<file path="config.mk">
export PLATFORM = sky130hd
export DESIGN_NAME = sertx_core
export DESIGN_NICKNAME = d
export VERILOG_FILES = /design/src/rtl/sertx_pkg.sv /design/src/rtl/sertx_hold.sv /design/src/rtl/sertx_baud.sv /design/src/rtl/sertx_shift.sv /design/src/rtl/sertx_core.sv
export SDC_FILE = /design/constraint.sdc
export NUM_CORES = 1
export LEC_CHECK = 0
export BUFFER_PORTS_ARGS = -buffer_cell sky130_fd_sc_hd__buf_2
export CAP_MARGIN = 20
export CORE_ASPECT_RATIO = 0.75
export CORE_MARGIN = 3
export CORE_UTILIZATION = 45
export CTS_CLUSTER_SIZE = 8
export DETAILED_ROUTE_END_ITERATION = 7
export PLACE_DENSITY = 0.63
export SYNTH_ARGS = -nofsm -noshare
export SYNTH_HDL_FRONTEND = slang
export SYNTH_SLANG_ARGS = --single-unit
</file>
<file path="constraint.sdc">
create_clock -name clk -period 4.3 [get_ports clk]
set_input_delay 0.215 -clock clk [delete_from_list [all_inputs] [get_ports clk]]
set_output_delay 0.215 -clock clk [all_outputs]
set_load 0.03 [all_outputs]
</file>
<file path="src/rtl/sertx_pkg.sv">
package sertx_pkg;

  localparam int DATA_MAX  = 8;
  localparam int FRAME_MAX = DATA_MAX + 4;
  localparam int CNT_W     = $clog2(FRAME_MAX + 1);

  typedef struct packed {
    logic [1:0] len_code;
    logic       par_en;
    logic       par_odd;
    logic       two_stop;
  } fmt_t;

  // Number of data bits for a length code: 0 is the full byte, 1..3 give 5..7.
  function automatic int data_len(input logic [1:0] code);
    return (code == 2'd0) ? DATA_MAX : (4 + int'(code));
  endfunction

  // Parity over the first n data bits; odd selects the inverted sense.
  function automatic logic par_calc(input logic [DATA_MAX-1:0] d, input int n,
                                    input logic odd);
    logic p;
    p = odd;
    for (int i = 0; i < DATA_MAX; i++) begin
      if (i < n) p = p ^ d[i];
    end
    return p;
  endfunction

  // Total frame bits: start + data + optional parity + one or two stops.
  function automatic logic [CNT_W-1:0] frame_len(input fmt_t f);
    int n;
    n = 2 + data_len(f.len_code) + int'(f.par_en) + int'(f.two_stop);
    return CNT_W'(n);
  endfunction

  // Frame image, bit 0 leaves first; unused high positions stay at 1.
  function automatic logic [FRAME_MAX-1:0] frame_image(input logic [DATA_MAX-1:0] d,
                                                       input fmt_t f);
    logic [FRAME_MAX-1:0] img;
    int n;
    n   = data_len(f.len_code);
    img = '1;
    img[0] = 1'b0;
    for (int i = 0; i < DATA_MAX; i++) begin
      if (i < n) img[i+1] = d[i];
    end
    for (int i = 5; i <= DATA_MAX; i++) begin
      if (i == n && f.par_en) img[i+1] = par_calc(d, n, f.par_odd);
    end
    return img;
  endfunction

endpackage

</file>
<file path="src/rtl/sertx_hold.sv">
module sertx_hold #(
  parameter int DW = 8
) (
  input  logic          clk,
  input  logic          rst_n,
  input  logic          wr_valid_i,
  input  logic [DW-1:0] wr_data_i,
  input  logic          take_i,
  output logic          full_o,
  output logic [DW-1:0] data_o
);

  logic          full_q;
  logic [DW-1:0] data_q;
  logic          accept;

  assign accept = wr_valid_i && !full_q;

  always_ff @(posedge clk or negedge rst_n) begin
    if (!rst_n) begin
      full_q <= 1'b0;
      data_q <= '0;
    end else if (accept) begin
      full_q <= 1'b1;
      data_q <= wr_data_i;
    end else if (take_i) begin
      full_q <= 1'b0;
    end
  end

  assign full_o = full_q;
  assign data_o = data_q;

  // a held byte is neither replaced nor lost until the shifter takes it
  assert_held_byte_R11: assert property (@(posedge clk) disable iff (!rst_n)
    full_q && !take_i |=> full_q && $stable(data_q));

  // the shifter only takes from a full holding register
  assert_take_full_R10: assert property (@(posedge clk) disable iff (!rst_n)
    take_i |-> full_q);

endmodule

</file>
<file path="src/rtl/sertx_baud.sv">
module sertx_baud #(
  parameter int DIV_W = 16
) (
  input  logic             clk,
  input  logic             rst_n,
  input  logic             restart_i,
  input  logic             busy_i,
  input  logic [DIV_W-1:0] div_i,
  output logic             tick_o
);

  logic [DIV_W-1:0] cnt_q;

  assign tick_o = busy_i && (cnt_q == '0);

  always_ff @(posedge clk or negedge rst_n) begin
    if (!rst_n) begin
      cnt_q <= '0;
    end else if (restart_i || tick_o) begin
      cnt_q <= div_i;
    end else if (busy_i) begin
      cnt_q <= cnt_q - 1'b1;
    end
  end

endmodule

</file>
<file path="src/rtl/sertx_shift.sv">
module sertx_shift
  import sertx_pkg::*;
(
  input  logic                clk,
  input  logic                rst_n,
  input  logic                load_i,
  input  logic [DATA_MAX-1:0] data_i,
  input  fmt_t                fmt_i,
  input  logic                tick_i,
  output logic                busy_o,
  output logic                line_o
);

  logic [FRAME_MAX-1:0] sh_q;
  logic [CNT_W-1:0]     left_q;
  logic                 busy_q;

  always_ff @(posedge clk or negedge rst_n) begin
    if (!rst_n) begin
      sh_q   <= '1;
      left_q <= '0;
      busy_q <= 1'b0;
    end else if (load_i) begin
      sh_q   <= frame_image(data_i, fmt_i);
      left_q <= frame_len(fmt_i);
      busy_q <= 1'b1;
    end else if (tick_i) begin
      sh_q   <= {1'b1, sh_q[FRAME_MAX-1:1]};
      left_q <= left_q - 1'b1;
      if (left_q == CNT_W'(1)) busy_q <= 1'b0;
    end
  end

  assign busy_o = busy_q;
  assign line_o = sh_q[0];

  // a frame opens with the low start bit
  assert_start_low_R2: assert property (@(posedge clk) disable iff (!rst_n)
    load_i |=> busy_q && !line_o);

  // idle level is high
  assert_idle_high_R2: assert property (@(posedge clk) disable iff (!rst_n)
    !busy_q |-> line_o);

  // the line only changes at a bit boundary from the baud timer
  assert_bit_hold_R6: assert property (@(posedge clk) disable iff (!rst_n)
    busy_q && !tick_i |=> $stable(line_o));

endmodule

</file>
<file path="src/rtl/sertx_core.sv">
module sertx_core
  import sertx_pkg::*;
#(
  parameter int DIV_W = 16
) (
  input  logic                clk,
  input  logic                rst_n,
  input  logic [1:0]          len_code_i,
  input  logic                par_en_i,
  input  logic                par_odd_i,
  input  logic                two_stop_i,
  input  logic                out_en_i,
  input  logic                tx_en_i,
  input  logic                flow_en_i,
  input  logic                cts_i,
  input  logic [DIV_W-1:0]    div_i,
  input  logic                wr_valid_i,
  input  logic [DATA_MAX-1:0] wr_data_i,
  output logic                txd_o,
  output logic                txd_oe_o,
  output logic [1:0]          stat_o
);

  fmt_t                fmt;
  logic                hold_full;
  logic [DATA_MAX-1:0] hold_data;
  logic                busy;
  logic                tick;
  logic                line;
  logic                start_ev;
  logic                gate_open;

  assign fmt       = '{len_code: len_code_i, par_en: par_en_i,
                       par_odd: par_odd_i, two_stop: two_stop_i};
  assign gate_open = tx_en_i && (!flow_en_i || cts_i);
  assign start_ev  = hold_full && !busy && gate_open;

  sertx_hold #(.DW(DATA_MAX)) u_hold (
    .clk        (clk),
    .rst_n      (rst_n),
    .wr_valid_i (wr_valid_i),
    .wr_data_i  (wr_data_i),
    .take_i     (start_ev),
    .full_o     (hold_full),
    .data_o     (hold_data)
  );

  sertx_baud #(.DIV_W(DIV_W)) u_baud (
    .clk       (clk),
    .rst_n     (rst_n),
    .restart_i (start_ev),
    .busy_i    (busy),
    .div_i     (div_i),
    .tick_o    (tick)
  );

  sertx_shift u_shift (
    .clk    (clk),
    .rst_n  (rst_n),
    .load_i (start_ev),
    .data_i (hold_data),
    .fmt_i  (fmt),
    .tick_i (tick),
    .busy_o (busy),
    .line_o (line)
  );

  assign txd_o    = out_en_i ? line : 1'b1;
  assign txd_oe_o = out_en_i;
  assign stat_o   = {!hold_full, !hold_full && !busy};

  // a frame begins only with the transmit gate open
  assert_start_gate_R8: assert property (@(posedge clk) disable iff (!rst_n)
    $rose(busy) |-> $past(tx_en_i));

  // with gating on, a frame begins only under clear-to-send
  assert_cts_gate_R9: assert property (@(posedge clk) disable iff (!rst_n)
    $rose(busy) && $past(flow_en_i) |-> $past(cts_i));

  // the holding register fills only through a write
  assert_fill_by_write_R10: assert property (@(posedge clk) disable iff (!rst_n)
    $fell(stat_o[1]) |-> $past(wr_valid_i));

endmodule

</file>
======== Word level (Yosys, flattened, before mapping) ========
Cells that the tools add are included.
word-level totals
  register bits after elaboration ......... 42
  bits of input ports ..................... 36
  output and inout port bits .............. 4
  word-level logic and storage cells ...... 186
operators by class
  add/subtract/negate cells ............... 6
  order comparisons ....................... 8
  eq/ne operators ......................... 5
  mux-type cells .......................... 110
  bitwise operators ....................... 29
  reduce and logical (&&, ||, !) cells .... 22
operators with widths
  kind                   number
  $mux 1                 103
  $mux 16                2
  $xor 1x1->1            29
  $mux 12                2
  $logic_not 16->1       1
  $lt 3x4->1 const A     4
  $sub 16x1->16 const B  1
  $eq 3x4->1 const A     3
  $mux 4                 3
  $logic_and 1x1->1      10
  $add 4x2->4            2
  $lt 1x4->1 const A     2
  $lt 2x4->1 const A     2
  $reduce_bool 2->1      4
  $add 3x2->4 const A    1
  $add 3x4->4 const A    1
  $eq 4x1->1 const B     1
  $eq 4x4->1 const A     1
  $sub 4x1->4 const B    1
  $logic_not 1->1        3
  $logic_not 2->1        1
  $logic_or 1x1->1       2
  $reduce_and 2->1       1

======== Logic depth before layout (Yosys ltp) ========
Gate-level depths: netlist of the first run.
  depth after elaboration ................. 34
  mapped depth ............................ 8
  depth with buffers taken out ............ 7

======== Cells and area by module ========
A second synthesis of the first run with hierarchy kept.
second synthesis, totals
  cells, all modules ...................... 223
  area total of the unflattened synthesis .. 2,496.1 µm²
by module, submodules not included
  module       times used  cells an instance  area an instance (µm²)  sequential area each (µm²)
  sertx_shift  1           112                1,067.3                 387.9
  sertx_baud   1           83                 1,006.0                 400.4
  sertx_hold   1           21                 374.1                   225.2
  sertx_core   1           7                  48.8                    0.0

======== Least setup slack after synthesis of the first run ========
No wires, ideal clock.
  path type ............................... flip-flop to flip-flop
  start point ............................. register u_baud.cnt_q[7]
  end point ............................... register u_baud.cnt_q[15]
  setup time .............................. 69 ps
  arrival time ............................ 2,342 ps
  data required time ...................... 4,231 ps
  path slack .............................. 1,889 ps
  stages on the path, launching flop included .. 7
  buffers on the path ..................... 1
  period minus slack after synthesis ...... 2,411 ps
  path through ............................ dfrtp_1 -> or4_4 -> or4_4 -> buf_6 -> or3b_1 -> or4_1 -> nand3_1
on the way
  longest elaborated chain between the ends .. 4
  elaborated cells on any way between the ends .. 7
  those cells by class .................... 1 x add/sub; 2 x mux; 4 x reduce/logical
ends and longest elaborated chain
  item                                                                   line              RTL
  from (decl)                                                            sertx_baud.sv:12  logic [DIV_W-1:0] cnt_q;
  from (signal assigned)                                                 sertx_baud.sv:20  cnt_q <= div_i;
  from (signal assigned)                                                 sertx_baud.sv:22  cnt_q <= cnt_q - 1'b1;
  parallel branches: the longest is 4 deep, another holds $sub 16x1->16  --
Several ways; the timed one is not identified. The select of a mux whose other input is x is not followed.
A chain may end at the register's enable or synchronous reset.

======== Final worst setup path of the first run ========
  start point ............................. register u_baud.cnt_q[0]
  end point ............................... register u_baud.cnt_q[6]
Same word-level chain as after synthesis.

==> flow_summary.ini, run 1 <==
[status]
status = finished, final reports clean

[layout]
final_cells = 370
fillers = 496
final-seq-area_um2 = 1013
syn2layout_area_growth_pct = 13.26
multi_input_area_um2 = 1316
drive_gt1_share_pct = 24.50
final_util_pct = 54.87
diodes = 0
num-nets-final = 343

[power]
combPwrFrac_pct = 32.8
ir_drop_uv = 203.1
clockPowerShare_pct = 18.2
p_leak_nw = 1.236
p_seq_share_pct = 49.0
power_density_nw_per_um2 = 495.9
swShare_pct = 35.16
internal_power_w = 0.0008934
switchingPower_w = 0.0004846

[cts]
clock_path_buffers = 2
postCtsSetupRepairBufs = 0
post_cts_resized = 0
cts_hold_buf = 0
htree_levels = 2
numCtsBuffers = 5
root_buffer = clkbuf_8
clock-sinks = 40
worstSkewPairLatency_ps = 300
cts_tree = yes
clkTransAtPathRegs_ps = 80

[critical_path]
worstReg2RegEnd = u_baud.cnt_q[6]
start_kind = register
rrSetupSlack_ps = 1110
cp-endpoint = u_baud.cnt_q[6]
crit_start = u_baud.cnt_q[0]
r2r-start = u_baud.cnt_q[0]
cp-end-kind = register
critPathKind = reg -> reg
r2r_cells = 7
worstPathRequired_ps = 4490
crit_fanout = 25
worstPathArrival_ps = 3370

[place]
dpl.hpwl_mm = 3.912
dp_slack_ps = 1205
place_inst = 362
gp_congestion = 0.7748
port_buffers = 39

[grt]
grt_overflow = 0
grt_pass1_vias = 1816
grt_first_pass_wirelength_mm = 9.446
antenna_found_initial = 0
grt_max_degree = 41
grt_use_total_pct = 18.48

[synth]
synth-edff-count = 0
synth_area_leaders = dfrtp_1, dfstp_2, nand2_1, ha_1, mux2_2
synth_cell_type_count = 52
async_flop_share_pct = 100.0
ys_seq_area_share_pct = 41.31
synth_common_cells = nand2_1, dfrtp_1, nor2_1
synth_ff_type = dfrtp_1
synth_fp_nets = 307
netlist.area_leader.share_pct = 30.60
ys_ff_latch = 40
netlist_area_um2 = 2454
yosys_warnings = 0
avgSynthCellArea_um2 = 9.401
syn_inst = 261
yosysTopAreaCell = dfrtp_1
yosysMostFrequentCell = nand2_1

[floorplanning]
fp.coreArea_um2 = 5065
dieArea_um2 = 6384
fp.dieW_um = 91.27
ioPinCount = 40
start_util_pct = 48.44
die_y_um = 69.95
rows = 22

[routing]
post_drt_wl_per_cell_um = 14.93
vias = 2015
first_pass_iters = 4
ant_nets = 0
drtIter0Drc = 124
routed_wl_mm = 5.525
drc = 0
vias_per_cell = 5.446

[sta]
fin_ws_ps = 1115
slew_headroom_pct = 34.63
whs_ps = 44.97
tns_ps = 0
post-route-min-period_ps = 3185
finalCritPeriodShare_pct = 74.08
maxSlewViolCount = 0
finalSetupViolCount = 0
timing.fmax_mhz = 313.9
finClkSkew_ps = 6.983
rsz0062_at_grt = no
worst_slew_pin_slew_ps = 980.3
finalHoldViolCount = 0

[job]
max-cap-violations = 0

[worst_hold_path]
hold_class = in -> async
-- worst max-delay path: stages, from the launching register on --
cell	delay [ps]
dfrtp_1	420
inv_1	70
ha_1	170
nor3b_1	660
nand4_1	390
o21ai_2	860
o21ai_0	210
a311o_1	300
-- sequential cells by signal (all words and copies together) (netlist names) --
signal,count
u_baud.cnt_q,16
u_hold.data_o,8
u_hold.full_o,1
u_shift.busy_o,1
u_shift.left_q,4
u_shift.sh_q,10
-- how the worst min path moves through the flow --
stage | endpoint | slack (ps) | cells past startpoint
floorplan | u_baud.cnt_q[0] | -80 | 0
global placement | u_baud.cnt_q[7] | 410 | 1
detailed placement | u_baud.cnt_q[8] | 400 | 1
CTS | u_baud.cnt_q[8] | 70 | 1
global route | u_baud.cnt_q[8] | 100 | 1
finish | u_baud.cnt_q[8] | 40 | 1
-- cell usage in the layout, fill, tap and decap left out, types with 2 or more instances in the layout --
cell	netlist	final
clkbuf_8	0	5
nor4b_1	2	2
and2_1	2	2
nand2_1	36	36
buf_2	3	39
a31oi_1	11	11
a221o_1	2	2
nor3_1	6	6
nand4b_1	2	2
nor2_1	18	18
a21oi_1	4	4
clkbuf_1	8	2
a311o_1	3	3
dfstp_2	10	10
nand2b_1	3	3
o211ai_1	2	2
nand3_1	7	7
inv_1	14	14
or4_1	2	2
nor2b_1	3	3
xnor2_1	10	10
a311oi_1	2	2
a211o_1	2	2
and3_1	3	3
o21ai_0	15	15
a22oi_1	3	3
dfrtp_1	30	30
o2111ai_1	2	2
or4_4	2	2
ha_1	9	9
o311ai_0	3	3
mux2_2	9	9
mux2i_1	9	9
nor4_1	4	4
buf_4	2	4
-- per-stage QoR --
step	total power, W	area [um2]
2_1_floorplan	0.001007	2454
3_3_place_gp	0.001120	2698
3_5_place_dp	0.001131	2698
4_1_cts	0.001385	2779
5_1_grt	0.001480	2779
6_report	0.001378	2779
-- metal layers --
layer | track usage, % | wire, um
met1 | 30.24 | 2983
met2 | 23.08 | 2163
met3 | 5.059 | 316
met4 | 4.515 | 62
met5 | 0 | 0
-- power groups by stage --
| stage | registers (W) | logic (W) | clock network, W |
|---|---|---|---|
| after floorplan | 0.000643 | 0.000364 | 0 |
| after global placement | 0.000673 | 0.000447 | 0 |
| after detailed placement | 0.000679 | 0.000452 | 0 |
| after CTS | 0.000672 | 0.000455 | 0.000258 |
| after global routing | 0.000696 | 0.000512 | 0.000272 |
| final | 0.000675 | 0.000452 | 0.000251 |
-- cells by family after synthesis --
| logic type | synth area share [%] |
|---|---|
| compound gates | 15.91 |
| buf+inv | 5.048 |
| xor+xnor | 4.844 |
| fa+ha+maj | 5.406 |
| mux | 7.802 |
| flops | 41.31 |
| simple gates | 19.68 |
-- cell type report --
cell class                      count  area share (%)
Clock inverter                      1          0.1801
Inverter                           14           1.891
Clock buffer                        7           2.747
Tap cell                           72           3.242
Sequential cell                    40           36.47
Multi-Input combinational cell    193           47.37
Timing Repair Buffer               43           8.104
Note: power is estimated with default switching activity, not from simulation.
==> run 2, diff against run 1 <==
- clock period: 4.3 -> 3.3 ns (I/O delays scaled with it)
==> run 2 against run 1 <==
The run now ends with negative hold slack left. Clock skew grew 1.2 ps. Clock power grew 59%. Power grew 36%. Critical path type unchanged. Critical endpoint is now u_baud.cnt_q[15]. Largest cell class unchanged. Largest power group unchanged. Highest routed layer unchanged.
==> flow_summary.ini, run 2 (synthesis gave the netlist of run 1 again) <==
[power]
p_leak_nw = 1.259
power_density_nw_per_um2 = 664.5
ir_drop_uv = 325.1

[grt]
grt_use_total_pct = 17.43
antenna_found_initial = 0
grt_overflow = 0
globalRouteMet1Util_pct = 27.12
grt_pass1_vias = 1873
grt_max_degree = 41
met3_usage_pct = 3.983
top_usage_layer = met1
grt_first_pass_wirelength_mm = 8.997
use_met2_pct = 23.98

[critical_path]
crit_fanout = 10
crit_start = u_baud.cnt_q[7]
r2r_cells = 5
worstPathRequired_ps = 3520
worstReg2RegEnd = u_baud.cnt_q[15]
critPathKind = reg -> reg
rrSetupSlack_ps = 810
start_kind = register
r2r-start = u_baud.cnt_q[7]
worstPathArrival_ps = 2720
cp-end-kind = register

[cts]
htree_levels = 2
root_buffer = clkbuf_8
postCtsSetupRepairBufs = 0
cts_hold_buf = 0
numCtsBuffers = 5
cts_tree = yes
clkTransAtPathRegs_ps = 80
post_cts_resized = 0
worstSkewPairLatency_ps = 290
clock_path_buffers = 2
clock-sinks = 40

[layout]
syn2layout_area_growth_pct = 14.94
drive_gt1_share_pct = 25.33
num-nets-final = 345
final_common_cell = buf_2
stdcell_area_um2 = 2820
largest_reg_flops = 16
fillers = 504
top_register = u_baud.cnt_q
diodes = 0
layout_common_cells = buf_2, nand2_1, dfrtp_1

[floorplanning]
dieArea_um2 = 6384
die_y_um = 69.95
ioPinCount = 40
fp.coreArea_um2 = 5065
fp.dieW_um = 91.27
rows = 22
start_util_pct = 48.44

[place]
placed_area_um2 = 2713
dpl.hpwl_mm = 3.888
port_buffers = 39
gp_congestion = 0.8276

[status]
violations = negative hold slack
status = complete, but fails checks

[sta]
rsz0062_at_grt = no
tns_ps = 0
finClkSkew_ps = 8.218
maxSlewViolCount = 0
finalHoldViolCount = 7
finalCritPeriodShare_pct = 75.47
post-route-min-period_ps = 2490
whs_ps = -10.29
timing.fmax_mhz = 401.5
slew_headroom_pct = 40.05
worst_slew_pin_slew_ps = 899.3
finalSetupViolCount = 0

[routing]
drtIter0Drc = 130
drc = 0
vias_per_cell = 5.360
first_pass_iters = 4
vias = 1994
ant_nets = 0
post_drt_wl_per_cell_um = 14.38
routed_wl_mm = 5.349

[job]
max-cap-violations = 0

[worst_hold_path]
hold_class = in -> async
-- run 2: cell count changes in the layout (fill, tap and decap cells not counted), sizes merged --
cell / change
clkbuf: -1
bufinv: +1
buf: +2
-- run 2: final cells by class --
cell class	instances	area (um2)	area share (%)
multi-input combinational	193	1316	46.67
sequential	40	1013	35.94
timing repair buffer	45	240.2	8.518
tap	72	90.09	3.194
clock buffer	6	72.57	2.573
inverter	14	52.55	1.863
clock inverter	2	35.03	1.242
-- run 2: per-layer routing --
metal  wire length (um)  vias to the layer above
li1                   -                     1018
met1               2872                      928
met2               2177                       43
met3                252                        5
met4                 47                        0
met5                  0                        -
-- run 2: power by group --
part / internal, W / leakage, nW / switching [W] / total [W]
clock network: 0.000225 / 0.0552 / 0.000174 / 0.000398
registers: 0.000701 / 0.457 / 0.000174 / 0.000875
logic: 0.000319 / 0.747 / 0.000281 / 0.000601
total: 0.00124 / 1.26 / 0.000629 / 0.00187
-- run 2: worst max-delay path by stage --
stage                  endpoint  slack, ps  depth (start not counted)
6_report       u_baud.cnt_q[15]        810                          5
5_1_grt        u_baud.cnt_q[13]        710                          6
4_1_cts        u_baud.cnt_q[13]        820                          6
3_5_place_dp   u_baud.cnt_q[13]        840                          6
2_1_floorplan  u_baud.cnt_q[15]        890                          6
3_3_place_gp   u_baud.cnt_q[13]        880                          6
-- run 2: critical path: stages (launching register included) --
cell	delay (ps)
dfrtp_1	450
or4_4	580
or4_4	500
or3b_1	380
or4_1	410
nand3_1	100
-- run 2: through the flow --
step | setup WS (ps) | total power [W] | cells | util (%)
detailed placement | 839.8 | 0.001483 | 364 | 53.56
global placement | 876.3 | 0.001471 | 364 | 53.56
floorplan | 888.8 | 0.001312 | 261 | -
finish | 809.5 | 0.001874 | 372 | 55.68
global route | 711.9 | 0.002013 | 372 | 55.68
CTS | 824.8 | 0.001888 | 372 | 55.68
==> run 3, diff against run 2 <==
- PLACE_DENSITY: 0.63 -> 0.65
- clock period: 3.3 -> 2 ns (I/O delays scaled with it)
==> run 3 against run 2 <==
Non-clock buffer count up 29. Flip-flop and latch count unchanged. Clock power up 42%. Die area unchanged. Maximum frequency up 5.3%. Clock skew down 1.1 ps. The flow finishes with violations (negative setup slack). Clock-buffer cell count unchanged. Power up 71%. First-iteration DRC count up 32%. Sequential power up 61%. Critical path depth unchanged. Routed wire length up 10%.
==> flow_summary.ini, run 3 (synthesis gave the netlist of run 1 again) <==
[layout]
syn2layout_area_growth_pct = 26.26
num-nets-final = 374
layout_common_cells = buf_2, nand2_1, buf_4, dfrtp_1, nor2_1
final_common_cell = buf_2
top_register = u_baud.cnt_q
diodes = 0
largest_reg_flops = 16
drive_gt1_share_pct = 33.13

[grt]
grt_max_degree = 24
grt_overflow = 0
grt_pass1_vias = 1984
grt_first_pass_wirelength_mm = 9.880
grt_use_total_pct = 19.54
antenna_found_initial = 0

[floorplanning]
dieArea_um2 = 6384
rows = 22
fp.dieW_um = 91.27
ioPinCount = 40
die_y_um = 69.95
fp.coreArea_um2 = 5065
start_util_pct = 48.44

[cts]
root_buffer = clkbuf_8
numCtsBuffers = 5
clkTransAtPathRegs_ps = 80
htree_levels = 2
clock-sinks = 40
worstSkewPairLatency_ps = 300
clock_path_buffers = 2
cts_tree = yes

[critical_path]
max_stage_delay_ps = 540
worstPathRequired_ps = 2230
r2r-start = u_baud.cnt_q[10]
critPathKind = reg -> reg
crit_top_cell = or4_4
path_cells = or4_4, or4_4, or3b_1, or4_1, nand3_1
cp-end-kind = register
cpMaxStageDelayCell = or4_4
critical_path.top_delay_family = simple AND/OR/NAND/NOR gates
crit_fanout = 5
crit_buf_inv = 0
start_kind = register
crit_start = u_baud.cnt_q[10]
worstPathArrival_ps = 2600

[routing]
drc = 0
first_pass_iters = 4
vias = 2152
routed_wl_mm = 5.892
drtIter0Drc = 171
vias_per_cell = 5.367
post_drt_wl_per_cell_um = 14.69
ant_nets = 0

[sta]
finalHoldViolCount = 0
worst_slew_pin_slew_ps = 525.5
post-route-min-period_ps = 2365
maxSlewViolCount = 0
tns_ps = -7400
finalSetupViolCount = 31
timing.fmax_mhz = 422.8
finalCritPeriodShare_pct = 118.3
finClkSkew_ps = 7.120
fin_ws_ps = -365.1
slew_headroom_pct = 64.96
rsz0062_at_grt = yes

[power]
p_leak_nw = 1.427
ir_drop_uv = 456.0
power_w = 0.003212
power_density_nw_per_um2 = 1037

[job]
max-cap-violations = 0

[status]
status = complete, but fails checks
violations = negative setup slack

[place]
dp_slack_ps = -343.3
port_buffers = 39
dpl.hpwl_mm = 4.294
gp_congestion = 0.8517

[worst_hold_path]
holdCritStartpoint = div_i[12]
hold_class = in -> reg
-- run 3: cell type report --
type                    instances  area (um2)
well taps                      72       90.09
multi-input cells             193        1356
clock buffers                   6       82.58
inverters                      14       52.55
fillers                       459        1967
clock inverters                 2       10.01
repair buffers                 74       493.0
flip-flops and latches         40        1013
-- run 3: repair_timing --
action / CTS / global route
hold endpoints to repair: 15 / 0
hold buffers: 1 / 0
gates resized for setup: 9 / 0
buffers inserted: 1 / 0
pin swaps: 1 / 0
cloned: 1 / 0
setup endpoints to repair: 31 / 31
-- run 3: where the power goes --
part	internal (W)	switching [W]	leakage (nW)
logic	0.000671	0.000567	0.919
clock network	0.000276	0.000292	0.0510
registers	0.00116	0.000251	0.457
-- run 3: tightest hold or removal path, stage by stage --
cell and delay, ps:
buf_2 80, nand2_1 40, o311ai_0 70
-- run 3: through the flow --
step | hold slack, ps | cell area [um2] | cells | utilization (%)
after detailed placement | 107.1 | 2939 | 390 | 58.03
after CTS | 21.70 | 3098 | 401 | 61.17
after global placement | 104.9 | 2939 | 390 | 58.03
after global routing | 31.18 | 3098 | 401 | 61.17
final | 27.40 | 3098 | 401 | 61.17
after floorplan | -195.6 | 2472 | 261 | -
-- run 3: layer usage --
layer / global-route usage, % / share of wire, %
met5: 0 / 0
met2: 26.43 / 41
met3: 4.629 / 6.3
met1: 30.07 / 51
met4: 6.522 / 1.5
-- run 3: final timing paths --
check	end	slack [ps]	depth (start not counted)
min in group asynchronous	u_baud.cnt_q[4]	320	2
max in group asynchronous	u_shift.sh_q[5]	1100	3
setup reg to reg	u_baud.cnt_q[15]	-370	5
hold reg to reg	u_shift.sh_q[0]	480	2
hold / removal	u_baud.cnt_q[12]	30	3
setup / recovery	u_baud.cnt_q[15]	-370	5
